## config.mk

```make
export PLATFORM = sky130hd
export DESIGN_NAME = rtc_apb
export DESIGN_NICKNAME = d
export VERILOG_FILES = /design/src/rtl/rtc_apb.sv
export SDC_FILE = /design/constraint.sdc
export NUM_CORES = 1
export LEC_CHECK = 0
export ABC_AREA = 1
export BUFFER_PORTS_ARGS = -buffer_cell sky130_fd_sc_hd__buf_2
export CORE_MARGIN = 10
export CORE_UTILIZATION = 35
export DETAILED_ROUTE_END_ITERATION = 8
export GPL_ROUTABILITY_DRIVEN = 0
export PLACE_DENSITY = 0.63
export SYNTH_ARGS = -nofsm -noshare
export SYNTH_HDL_FRONTEND = slang
export SYNTH_SLANG_ARGS = --single-unit
```

## constraint.sdc

```tcl
create_clock -name pclk -period 2.15 [get_ports pclk]
set_clock_uncertainty 0.2 [all_clocks]
set_input_delay 0.215 -clock pclk [delete_from_list [all_inputs] [get_ports pclk]]
set_output_delay 0.215 -clock pclk [all_outputs]
set_load 0.1 [all_outputs]
```

## src/rtl/rtc_apb.sv

```systemverilog
module rtc_apb #(
  parameter int unsigned CLK_HZ = 100_000_000
) (
  input  logic        pclk,
  input  logic        presetn,
  input  logic        psel,
  input  logic        penable,
  input  logic        pwrite,
  input  logic [11:0] paddr,
  input  logic [31:0] pwdata,
  output logic [31:0] prdata,
  output logic        pready,
  output logic        pslverr,
  output logic        irq
);
  localparam int PW = (CLK_HZ > 1) ? $clog2(CLK_HZ) : 1;
  localparam logic [PW-1:0] PRE_TOP = PW'(CLK_HZ - 1);

  localparam logic [9:0] W_CNT = 10'h000, W_ALM = 10'h001, W_LD  = 10'h002,
                         W_CTL = 10'h003, W_EN  = 10'h004, W_RAW = 10'h005,
                         W_MSK = 10'h006, W_ACK = 10'h007;

  logic [PW-1:0] pre;
  logic [31:0]   cnt, alm, ld;
  logic          en, raw;

  wire [9:0] word  = paddr[11:2];
  wire       align = (paddr[1:0] == 2'b00);
  wire       wr    = psel & penable & pwrite & align;
  wire       tick  = (pre == PRE_TOP);
  wire       ld_wr  = wr && (word == W_LD);
  wire       alm_wr = wr && (word == W_ALM);
  wire       en_wr  = wr && (word == W_EN);
  wire       ack_wr = wr && (word == W_ACK);

  wire [31:0] cnt_nx = ld_wr  ? pwdata : (tick ? cnt + 32'd1 : cnt);
  wire [31:0] alm_nx = alm_wr ? pwdata : alm;
  wire        hit    = (ld_wr | alm_wr | tick) && (cnt_nx == alm_nx);

  always_ff @(posedge pclk) begin
    if (!presetn) begin
      pre <= '0;
      cnt <= '0;
      alm <= '0;
      ld  <= '0;
      en  <= 1'b0;
      raw <= 1'b0;
    end else begin
      pre <= (ld_wr || tick) ? '0 : pre + 1'b1;
      cnt <= cnt_nx;
      alm <= alm_nx;
      if (ld_wr) ld <= pwdata;
      if (en_wr) en <= pwdata[0];
      if (hit)         raw <= 1'b1;
      else if (ack_wr) raw <= 1'b0;
    end
  end

  function automatic logic [7:0] id_byte(input logic [2:0] i);
    case (i)
      3'd0:    return 8'h31;
      3'd1:    return 8'h10;
      3'd2:    return 8'h14;
      3'd3:    return 8'h00;
      3'd4:    return 8'h0D;
      3'd5:    return 8'hF0;
      3'd6:    return 8'h05;
      default: return 8'hB1;
    endcase
  endfunction

  always_comb begin
    prdata = '0;
    if (align) begin
      if (word[9:3] == 7'h7F) prdata = {24'h0, id_byte(word[2:0])};
      else case (word)
        W_CNT:   prdata = cnt;
        W_ALM:   prdata = alm;
        W_LD:    prdata = ld;
        W_CTL:   prdata = 32'd1;
        W_EN:    prdata = {31'd0, en};
        W_RAW:   prdata = {31'd0, raw};
        W_MSK:   prdata = {31'd0, raw & en};
        default: prdata = '0;
      endcase
    end
  end

  assign irq     = raw & en;
  assign pready  = 1'b1;
  assign pslverr = 1'b0;

  AST_TICK_STEP: assert property (@(posedge pclk) disable iff (!presetn)
    (tick && !ld_wr) |=> (cnt == $past(cnt) + 32'd1));
  AST_LOAD_TAKES: assert property (@(posedge pclk) disable iff (!presetn)
    ld_wr |=> (cnt == $past(pwdata)));
  AST_RAISE_AT_MATCH: assert property (@(posedge pclk) disable iff (!presetn)
    $rose(raw) |-> (cnt == alm));
  AST_ACK_DROPS: assert property (@(posedge pclk) disable iff (!presetn)
    ack_wr |=> (!raw || cnt == alm));
  AST_CTL_ONE: assert property (@(posedge pclk) disable iff (!presetn)
    (psel && !pwrite && align && word == W_CTL) |-> (prdata == 32'd1));
endmodule

```

==> impl_results.md, run 1 <==
- Die X: 171.2 um
- Max-slew headroom at the worst pin: 0.6458
- Number of warnings issued by yosys: 0
- Routed WL: 30290 um
- Final count of hold timing violations: 0
- Global-route wire length before repair: 46680 um
- CTS tree: yes
- Crit-path leading delay family: simple AND/OR/NAND/NOR gates
- Inserted Clock Buffers: 17
- CP Data Arrival Time: 2.69 ns
- Setup tns final: -4.604 ns
- Number of vias per cell after detailed routing: 4.900
- Die span in y: 171.2 um
- Detailed Place HPWL: 21300 um
- Worst setup slack after placement: -0.4406 ns
- H-tree Lvls: 4
- Minimum setup slack in the final design: -0.3851 ns
- Syn nets: 1390
- Buffering stage count on the worst path with inverters included: 2
- Transition at the pin with the smallest max-transition slack: 0.5313 ns
- Synth Area per Inst: 5.973 um2
- Dominant cell by count in the synthesized netlist: nand2_1
- Number of design-rule violations left by the first detailed-router iteration: 710
- Power per Cell Area: 427.4 nW/um2
- Main area contributors after synthesis: dfxtp_1, nand2_1, nor2_1, inv_1, nand3_1
- LEAKAGE: 5.996 nW
- Total global routing overflow: 0
- Critical-path cell list: ha_4, nand2_4, nor2_4, nand2_4, inv_4, nand2_2, nor2_4, buf_12, nand2_1, nand2_1, nand2_1, nand2_1, nand2_1, nand2_1, nand2_1, nor2_1, nand2_1, nor2_2, nand3_1, a21oi_1
- Maximum count of clock buffers along a single path: 2
- Diode count: 0
- Most numerous cell on the critical path: nand2_1
- Final critical delay including setup and external delays: 2.535 ns
- Via count of the routed design: 9761
- Startpoint-to-endpoint class of the critical path: reg -> reg
- Critical path fanouts, max: 14
- Proportion of netlist area held by the largest area contributor: 0.3129
- Violations in the final reports: setup timing
- Instance count after placement with tap cells included: 1896
- Register clock-pin slew on the reported worst setup and hold paths: 0.06 ns
- Proportion of layout cells with a drive suffix above 1: 0.3521
- Setup repair after global routing missed its margin: true
- Cell at the root of the clock tree: clkbuf_16
- Pin count of the biggest net entering global routing: 45
- Kind of end point of the critical path: flop
- Result of the run: finished, violations left
- Clk Latency, worst-skew pair: 0.43 ns
- Global router's overall resource usage: 0.1985
- Initial antenna violation count: 0
- Max-slew violation count: 0
- Nets: 1746
- Via count of the first global-routing pass: 9327
- Clk sink count: 125
- Max stage delay on crit path: 0.35 ns
- Number of ports placed on the die boundary: 84
- Final ANT Viol Nets: 0
- Final cycle utilization of the critical path: 1.179
- Register area share after synthesis: 0.3129
- Type of the worst min-delay path: in -> reg
- Yosys reg bits: 125
- Syn Std Cell Area: 7998 um2
- IO Port Bufs: 81
- Peak ir drop on the vdd network: 0.0004554 V
- CP required: 2.31 ns
- Final hold slack: 0.04055 ns
- Synth-to-Final Area Change: 66.16%
- Cells after Synth: 1339
- # setup viols final: 52
- Top cell types by occurrence after synthesis: nand2_1, nor2_1, inv_1, dfxtp_1, nand3_1
- Placed inst area: 11120 um2
- Post-synthesis cell type count: 54
- Initial Utilization: 0.3543
- Drt first pass iters: 7
- Synth area leader: dfxtp_1
- Post-synth ARST share: 0
- Cell type of the slowest stage on the worst timing path: dfxtp_2
- Final Instance Count excl. Fillers: 1992
- Post-synth top flop: dfxtp_1
- Core footprint: 22570 um2
- Area enclosed by the die boundary: 29300 um2
- Count of flip-flops with a built-in enable after synthesis: 0
- Max Cap Violations: 0
- Final routed wire length divided by cell count: 15.21 um
- Finished Cell Area: 13290 um2
- Critical path launch point type: flop
- Highest achievable clock rate: 0.3945 GHz
- Final routed DRC violation total: 0
- FP Rows: 55
## final timing paths
path	start	end	slack, ns	depth (start not counted)
worst max-delay path	pre[0]$_SDFF_PP0_	raw$_SDFFE_PN0P_	-0.39	20
worst max register to register	pre[0]$_SDFF_PP0_	raw$_SDFFE_PN0P_	-0.39	20
worst min register to register	ld[0]$_SDFFE_PN0P_	ld[0]$_SDFFE_PN0P_	0.26	2
worst min-delay path	pwdata[7]	ld[7]$_SDFFE_PN0P_	0.04	3
## timing repair
action / 4_1_cts / 5_1_grt
hold buffers: 29 / 0
buffers inserted: 11 / 26
pin swaps: 26 / 51
hold endpoints to repair: 38 / 0
gates resized for setup: 84 / 145
gates cloned: 2 / 6
setup endpoints to repair: 43 / 69
## state kept, by name (all words and copies together), names as in the netlist
| name | count |
|---|---|
| raw | 1 |
| en | 1 |
| ld | 32 |
| pre | 27 |
| alm | 32 |
| cnt | 32 |
## where the power goes
part / leakage (nW) / internal [mW] / switching (mW) / total (mW)
registers: 1.01 / 2.32 / 0.00518 / 2.33
clock network: 0.287 / 1.90 / 1.14 / 3.04
logic: 4.70 / 0.140 / 0.171 / 0.311
total: 6.00 / 4.37 / 1.31 / 5.68
## cell type report
cell class | count | area [um2]
Sequential cell | 125 | 2511
Multi-Input combinational cell | 987 | 5319
Timing Repair Buffer | 384 | 3702
Fill cell | 2034 | 9283
Clock inverter | 10 | 138.9
Tap cell | 285 | 356.6
Clock buffer | 21 | 470.5
Inverter | 180 | 790.8
## worst reg2reg max path: stages, from the launching register on
cell	delay (ns)
dfxtp_2	0.35
ha_4	0.15
nand2_4	0.05
nor2_4	0.12
nand2_4	0.10
inv_4	0.09
nand2_2	0.07
nor2_4	0.15
buf_12	0.17
nand2_1	0.06
nand2_1	0.06
nand2_1	0.09
nand2_1	0.10
nand2_1	0.06
nand2_1	0.11
nand2_1	0.06
nor2_1	0.09
nand2_1	0.08
nor2_2	0.11
nand3_1	0.09
a21oi_1	0.12
## through the flow
stage	util	power, mW
2_1_floorplan	-	2.484
3_3_place_gp	0.4926	2.599
3_5_place_dp	0.4926	2.601
4_1_cts	0.5511	5.691
5_1_grt	0.5887	5.825
6_report	0.5887	5.680
## metal layers
layer,vias to the layer above,GRT usage,part of all wire,routed length [um]
met4,0,0.05860,0.022,660
met1,4524,0.2572,0.44,13230
met5,-,0,0,0
li1,4881,-,-,-
met3,52,0.03756,0.066,2008
met2,304,0.3266,0.48,14390
## kinds of logic (layout without fill, tap and decap cells)
logic type                 after synthesis  count (layout)  share of synthesized area
DFF                                    125             125                     0.3129
AOI/OAI and AO/OA                      150             150                     0.1148
and+or+nand+nor                        818             818                     0.4307
buffers and inverters                  227             595                     0.1211
xor gates and xnor gates                15              15                    0.01643
other                                    2               2                  0.0009390
adders and majority gates                2               2                   0.003128
## layout by cell type (no fill, tap or decap), drive strengths merged
master / count
or2: 10
a211oi: 3
clkbuf: 26
a221oi: 6
nand2: 447
a32o: 1
nand4: 8
nor2: 251
ha: 2
clkinvlp: 24
nor3: 13
o31ai: 1
o211a: 8
buf: 350
inv: 154
o211ai: 13
o2111ai: 1
nor4: 3
o21a: 2
o21ai: 61
a21oi: 43
dfxtp: 125
xor2: 13
nand3b: 2
clkinv: 9
a41oi: 1
nor3b: 3
conb: 2
dlygate4sd3: 29
o22ai: 1
o21bai: 1
o221ai: 7
a311oi: 1
and2: 2
nand3: 79
bufinv: 3
xnor2: 2
No activity file was read; power rests on OpenSTA's default activity.
==> run 2, diff against run 1 <==
BUFFER_PORTS_ARGS = unset   (was -buffer_cell sky130_fd_sc_hd__buf_2)
DONT_BUFFER_PORTS = 1   (was unset)
PLACE_DENSITY = 0.58   (was 0.63)
clock period = 2.9 ns   (was 2.15 ns; I/O delays follow)
==> run 2 against run 1 <==
- the run now ends clean
- total power decreased by 26%
- final cell count decreased by 13%
- flip-flop and latch count is the same
- worst hold slack worse by 0.019 ns
- sequential share of layout area is 5.3 points higher
- maximum frequency shrank 4.6%
- critical path depth is the same
- sequential power is 26% lower
- non-clock buffer count shrank 260
- wire length decreased by 17%
- count of clock-buffer cells in the layout stayed put
- critical path type unchanged
- highest routed layer unchanged
==> impl_results.md, run 2 (synthesis results as in run 1) <==
- Result of the run: finished, final reports clean
- Final count of hold timing violations: 0 (unchanged)
- Synth-to-Final Area Change: 29.33%
- # setup viols final: 0 (-100%)
- Kind of end point of the critical path: flop
- CP Data Arrival Time: 2.80 ns (+0.11 ns)
- Initial antenna violation count: 0 (unchanged)
- Area enclosed by the die boundary: 29300 um2 (unchanged)
- LEAKAGE: 4.682 nW (-22%)
- Crit-path leading delay family: simple AND/OR/NAND/NOR gates
- Type of the worst min-delay path: in -> reg
- Critical path fanouts, max: 7 (-7)
- Fill cell count: 2346 (+15%)
- R2R cell count: 20 (unchanged)
- Critical-path cell list: ha_1, nand2_2, nor2_4, nand2_4, inv_2, nand2_1, nor2_4, buf_6, nand2_1, nand2_1, nand2_1, nand2_1, nand2_1, nand2_1, nand3_1, nor2_1, nand2_1, nor2_2, nand3_1, a21oi_1
- Most common cell after layout, fill and taps aside: nand2_1
- Global-route wire length before repair: 41390 um (-11%)
- Buffering stage count on the worst path with inverters included: 2 (unchanged)
- Leading registers by flop count: alm x32, cnt x32, ld x32
- WP depth: 20 (unchanged)
- Via count of the routed design: 8409 (-14%)
- CP required: 3.05 ns (+0.74 ns)
- Instance count after placement with tap cells included: 1636 (-14%)
- Clk sink count: 125 (unchanged)
- Highest achievable clock rate: 0.3763 GHz (-4.6%)
- Wl on met1: 11550 um (-13%)
- Setup tns final: 0 ns (+4.604 ns)
- Die span in y: 171.2 um (unchanged)
- Detailed Place HPWL: 18740 um (-12%)
- Proportion of layout cells with a drive suffix above 1: 0.1146 (-0.2374)
- Worst hold stages: 2 (-1)
- Diode count: 0 (unchanged)
- Inserted Clock Buffers: 17 (unchanged)
- Global router's overall resource usage: 0.1760 (-0.02244)
- Routed WL: 25180 um (-17%)
- IO Port Bufs: 0 (-100%)
- Max Cap Violations: 0 (unchanged)
- Pin count of the biggest net entering global routing: 70 (+56%)
- H-tree Lvls: 4 (unchanged)
- Final Instance Count excl. Fillers: 1733 (-13%)
- Met2 WL: 11410 um (-21%)
- Die X: 171.2 um (unchanged)
- Most numerous cell on the critical path: nand2_1
- Power after layout: 4.213 mW (-26%)
- Total global routing overflow: 0 (unchanged)
- Drt first pass iters: 5 (-2)
- Number of vias per cell after detailed routing: 4.852 (-0.98%)
- Startpoint-to-endpoint class of the critical path: reg -> reg
- Final routed DRC violation total: 0 (unchanged)
- Max layer used: met4
- Nets: 1486 (-15%)
- Final cycle utilization of the critical path: 0.9163 (-0.2629)
- Maximum count of clock buffers along a single path: 2 (unchanged)
- Clk Latency, worst-skew pair: 0.42 ns (about the same)
- Peak ir drop on the vdd network: 0.0003172 V (-30%)
- Initial Utilization: 0.3543 (unchanged)
- Cell type of the slowest stage on the worst timing path: dfxtp_2
- CTS tree: yes
- Max-slew violation count: 0 (unchanged)
- Number of design-rule violations left by the first detailed-router iteration: 601 (-15%)
- Final routed wire length divided by cell count: 14.53 um (-4.4%)
- Number of ports placed on the die boundary: 84 (unchanged)
- Length of routed met3 wiring: 1687 um (-16%)
- Max-slew headroom at the worst pin: 0.4660 (-0.1798)
- Transition at the pin with the smallest max-transition slack: 0.8010 ns (+0.2697 ns)
- Max stage delay on crit path: 0.33 ns (-0.02 ns)
- Via count of the first global-routing pass: 8191 (-12%)
- Critical path launch point type: flop
- Power per Cell Area: 407.3 nW/um2 (-4.7%)
- Minimum setup slack in the final design: 0.2428 ns (+0.6280 ns)
- Register clock-pin slew on the reported worst setup and hold paths: 0.05 ns (about the same)
- Worst setup slack after placement: 0.08000 ns (+0.5206 ns)
- Cell at the root of the clock tree: clkbuf_16
- FP Rows: 55 (unchanged)
- Final critical delay including setup and external delays: 2.657 ns (+0.1220 ns)
- Core footprint: 22570 um2 (unchanged)
- Top library cells by usage in the layout, fill and taps aside: nand2_1, nor2_1, inv_1
- Final ANT Viol Nets: 0 (unchanged)
[run 2: cell types whose count changed in the layout (fill, tap and decap cells not counted), moves of 8 or more]
cell | before | now
buf_4 | 226 | 25
buf_2 | 43 | 0
dlygate4sd3_1 | 29 | 61
nand2_4 | 14 | 3
inv_1 | 126 | 158
o21ai_0 | 32 | 40
nand2_1 | 401 | 440
nor2_1 | 197 | 222
nand2_2 | 32 | 4
nor2_4 | 28 | 9
buf_6 | 27 | 1
clkinvlp_4 | 24 | 1
buf_12 | 52 | 37
[run 2: layer usage]
layer / track usage / vias up
met5: 0 / -
met2: 0.2804 / 214
met3: 0.04631 / 39
met1: 0.2245 / 3790
met4: 0.06125 / 0
li1: - / 4366
[run 2: final cells by class]
class	count	area [um2]	area share
Sequential cell	125	2505	0.2422
Multi-Input combinational cell	987	4613	0.4460
Inverter	180	678.2	0.06556
Tap cell	285	356.6	0.03447
Clock inverter	11	190.2	0.01839
Clock buffer	21	450.4	0.04355
Timing Repair Buffer	124	1550	0.1499
[run 2: per-stage QoR]
step	hold slack (ns)	utilization	area [um2]
final	0.02192	0.4583	10340
after global routing	0.01893	0.4583	10340
after CTS	0.008510	0.4559	10290
after detailed placement	0.2377	0.3996	9019
after global placement	0.2307	0.3996	9019
after floorplan	0.2173	-	8051
[run 2: what timing repair did]
item                       4_1_cts  5_1_grt
hold buffers                    62        0
setup buffers                    0        3
hold endpoints to repair        94        0
resized for setup                0       10
setup endpoints to repair        0        1
[run 2: final timing paths]
kind,from,to,slack (ns)
setup / recovery,pre[0]$_SDFF_PP0_,raw$_SDFFE_PN0P_,0.24
setup reg to reg,pre[0]$_SDFF_PP0_,raw$_SDFFE_PN0P_,0.24
hold / removal,presetn,ld[15]$_SDFFE_PN0P_,0.02
hold reg to reg,pre[0]$_SDFF_PP0_,pre[0]$_SDFF_PP0_,0.21
[run 2: report_power, final]
| group | leakage, nW | internal [mW] | switching, mW |
|---|---|---|---|
| clock | 0.311 | 1.55 | 0.801 |
| sequential | 1.01 | 1.72 | 0.00225 |
| combinational | 3.36 | 0.0496 | 0.0937 |
| total | 4.68 | 3.32 | 0.897 |
[run 2: worst reg2reg max path: cells and delay by family (launching register included)]
kind            cells  cell delay, ns
flops               1            0.33
buf+inv             2            0.23
compound gates      1            0.12
simple gates       16            1.50
fa+ha+maj           1            0.18
==> run 3, diff against run 2 <==
ABC_AREA = unset   (was 1)
MAX_ROUTING_LAYER = met4   (was unset)
==> run 3 against run 2 <==
- the run now ends with setup timing left
- core utilization up 7.4 points
- sequential share of layout area is 2.7 points lower
- total power up 1.2%
- clock power about the same
- first-iteration DRC count increased by 31%
- final cell count shrank 7.8%
- setup slack lost 0.54 ns
- count of clock-buffer cells in the layout shrank 1
- sequential power hardly changed
- critical path depth shrank 9
- critical endpoint unchanged
- largest cell class unchanged
==> impl_results.md, run 3 <==
- Result of the run: finished, violations left
- Violations in the final reports: setup timing
- Pin count of the biggest net entering global routing: 64 (-8.6%)
- Area enclosed by the die boundary: 28710 um2 (-2.0%)
- Critical-path cell list: nor4b_2, nand4_2, buf_4, nor2_4, nand4_1, xor2_1, xnor2_1, o22ai_1, o21ai_1, or4b_1, o31ai_2
- Drt first pass iters: 5 (unchanged)
- Proportion of layout cells with a drive suffix above 1: 0.2802 (+0.1655)
- Diode count: 0 (unchanged)
- CTS tree: yes
- Transition at the pin with the smallest max-transition slack: 0.6671 ns (-0.1339 ns)
- Most common cell after layout, fill and taps aside: buf_4
- Fill cell count: 2062 (-12%)
- Initial Utilization: 0.3571 (+0.002787)
- Number of vias per cell after detailed routing: 5.601 (+15%)
- Count of flip-flops with a built-in enable after synthesis: 0 (unchanged)
- Fraction of met2 tracks used by global routing: 0.3329 (+0.05248)
- Final critical delay including setup and external delays: 3.198 ns (+0.5404 ns)
- Global routing met1 resource utilization: 0.2883 (+0.06376)
- Final ANT Viol Nets: 0 (unchanged)
- Die span in y: 169.5 um (-1.0%)
- Max-slew headroom at the worst pin: 0.5546 (+0.08862)
- Routed WL: 30990 um (+23%)
- IO Port Bufs: 0 (unchanged)
- Core footprint: 21890 um2 (-3.0%)
- Final count of hold timing violations: 0 (unchanged)
- Placed inst area: 10280 um2 (+14%)
- Clk sink count: 125 (unchanged)
- Minimum setup slack in the final design: -0.2975 ns (-0.5404 ns)
- Cell type of the slowest stage on the worst timing path: or4b_1
- Detailed Place HPWL: 21270 um (+13%)
- Critical path fanouts, max: 6 (-1)
- Kind of end point of the critical path: flop
- Leading registers by flop count: alm x32, cnt x32, ld x32
- Final core utilization: 0.5321 (+0.07380)
- Total global routing overflow: 0 (unchanged)
- CP required: 3.05 ns (about the same)
- Register clock-pin slew on the reported worst setup and hold paths: 0.06 ns (about the same)
- Final routed DRC violation total: 0 (unchanged)
- Critical path launch point type: flop
- Clk Latency, worst-skew pair: 0.43 ns (about the same)
- LEAKAGE: 4.404 nW (-5.9%)
- # setup viols final: 1 (+1)
- Type of the worst min-delay path: in -> reg
- Max stage delay on crit path: 0.52 ns (+0.19 ns)
- FP Rows: 54 (-1.8%)
- Layer with the highest usage: met2
- Yosys reg bits: 125 (unchanged)
- Initial antenna violation count: 0 (unchanged)
- Global router's overall resource usage: 0.2169 (+0.04090)
- Main area contributors after synthesis: dfxtp_1, nand2_1, nor2_1, a21oi_1, xnor2_1
- Via count of the routed design: 8945 (+6.4%)
- Synth area leader: dfxtp_1
- Post-synthesis cell type count: 68 (+26%)
- Syn Std Cell Area: 7817 um2 (-2.3%)
- Setup repair after global routing missed its margin: true
- Die X: 169.5 um (-1.0%)
- Setup tns final: -0.2975 ns (-0.2975 ns)
- CP Data Arrival Time: 3.35 ns (+0.55 ns)
- Finished Cell Area: 11650 um2 (+13%)
- Via count of the first global-routing pass: 8623 (+5.3%)
- Maximum count of clock buffers along a single path: 2 (unchanged)
- H-tree Lvls: 4 (unchanged)
- Proportion of netlist area held by the largest area contributor: 0.3201 (+0.007211)
- Highest achievable clock rate: 0.3127 GHz (-17%)
- Global-route wire length before repair: 48380 um (+17%)
- Max-slew violation count: 0 (unchanged)
- Post-synth top flop: dfxtp_1
- Number of warnings issued by yosys: 0 (unchanged)
- Cells after Synth: 1075 (-20%)
- Final cycle utilization of the critical path: 1.103 (+0.1863)
- Syn nets: 1126 (-19%)
- Final routed wire length divided by cell count: 19.41 um (+34%)
- Total area of sequential cells: 2511 um2 (+0.25%)
- Footprint of the multi-input gates: 5420 um2 (+17%)
- Number of design-rule violations left by the first detailed-router iteration: 788 (+31%)
- Top cell types by occurrence after synthesis: nand2_1, nor2_1, dfxtp_1, a21oi_1, clkbuf_1
- Peak ir drop on the vdd network: 0.0003918 V (+24%)
- Post-synth ARST share: 0 (unchanged)
- Max Cap Violations: 0 (unchanged)
- Dominant cell by count in the synthesized netlist: nand2_1
- Synth Area per Inst: 7.272 um2 (+22%)
- Power per Cell Area: 366.1 nW/um2 (-10%)
- Register area share after synthesis: 0.3201 (+0.007211)
- Synth-to-Final Area Change: 48.99%
- Nets: 1355 (-8.8%)
- Cell at the root of the clock tree: clkbuf_16
- Top library cells by usage in the layout, fill and taps aside: buf_4, nand2_1, nor2_1
- Number of ports placed on the die boundary: 84 (unchanged)
- Inserted Clock Buffers: 17 (unchanged)
- Startpoint-to-endpoint class of the critical path: reg -> reg
- Met3 GRT Util: 0.03752 (-0.008796)
==> run 3: cell type report <==
cell class | count | area share
well taps | 280 | 0.03008
flip-flops and latches | 125 | 0.2156
inverters | 10 | 0.003223
repair buffers | 278 | 0.2299
multi-input cells | 872 | 0.4654
clock buffers | 20 | 0.04007
clock inverters | 12 | 0.01579
==> run 3: worst paths after layout <==
check             slack, ns                start  cells past startpoint                  end
setup reg to reg      -0.30   pre[13]$_SDFF_PP0_                     11     raw$_SDFFE_PN0P_
hold reg to reg        0.25  ld[12]$_SDFFE_PN0P_                      2  ld[12]$_SDFFE_PN0P_
hold / removal         0.01              presetn                      3    pre[0]$_SDFF_PP0_
setup / recovery      -0.30   pre[13]$_SDFF_PP0_                     11     raw$_SDFFE_PN0P_
==> run 3: cell families (layout without fill, tap and decap cells) <==
kind of cell | after synthesis | after routing | synth area share
AOI/OAI and AO/OA | 232 | 232 | 0.1788
xor gates and xnor gates | 88 | 88 | 0.1004
adders and majority gates | 2 | 2 | 0.003201
buffers and inverters | 78 | 320 | 0.04017
DFF | 125 | 125 | 0.3201
muxes | 39 | 39 | 0.04994
other | 2 | 2 | 0.0009607
and+or+nand+nor | 509 | 509 | 0.3065
==> run 3: report_power, final <==
group / leakage, nW / internal (mW) / switching, mW
logic: 3.08 / 0.0765 / 0.107
registers: 1.01 / 1.72 / 0.00304
clock network: 0.313 / 1.51 / 0.845
==> run 3: stage by stage <==
| stage | total power, mW | hold slack, ns | worst slack, ns | cells |
|---|---|---|---|---|
| CTS | 4.289 | 0.008843 | -0.2793 | 1593 |
| finish | 4.264 | 0.01458 | -0.2975 | 1597 |
| detailed placement | 1.886 | 0.2182 | -0.4319 | 1518 |
| floorplan | 1.869 | 0.2117 | -0.3258 | 1075 |
| global placement | 1.886 | 0.2188 | -0.4361 | 1518 |
| global route | 4.388 | 0.02893 | -0.4660 | 1597 |
==> run 3: timing repair <==
action | 4_1_cts | 5_1_grt
pin swaps | 21 | 21
resized for setup | 28 | 21
hold buffers | 35 | 0
hold endpoints to repair | 97 | 0
setup buffers | 8 | 4
endpoints found under the setup margin | 1 | 1
==> run 3: routing by layer <==
| layer | routed length, um | up-vias | part of all wire |
|---|---|---|---|
| met5 | 0 | - | 0 |
| met4 | 497 | 0 | 0.016 |
| met3 | 2508 | 40 | 0.081 |
| met2 | 14050 | 393 | 0.45 |
| met1 | 13930 | 4262 | 0.45 |
| li1 | - | 4250 | - |
==> run 3: critical path, delay by kind of cell (launching register included) <==
kind            cells  cell delay, ns
buf+inv             1            0.22
xor+xnor            2            0.41
simple gates        5            1.33
flops               1            0.40
compound gates      3            0.55
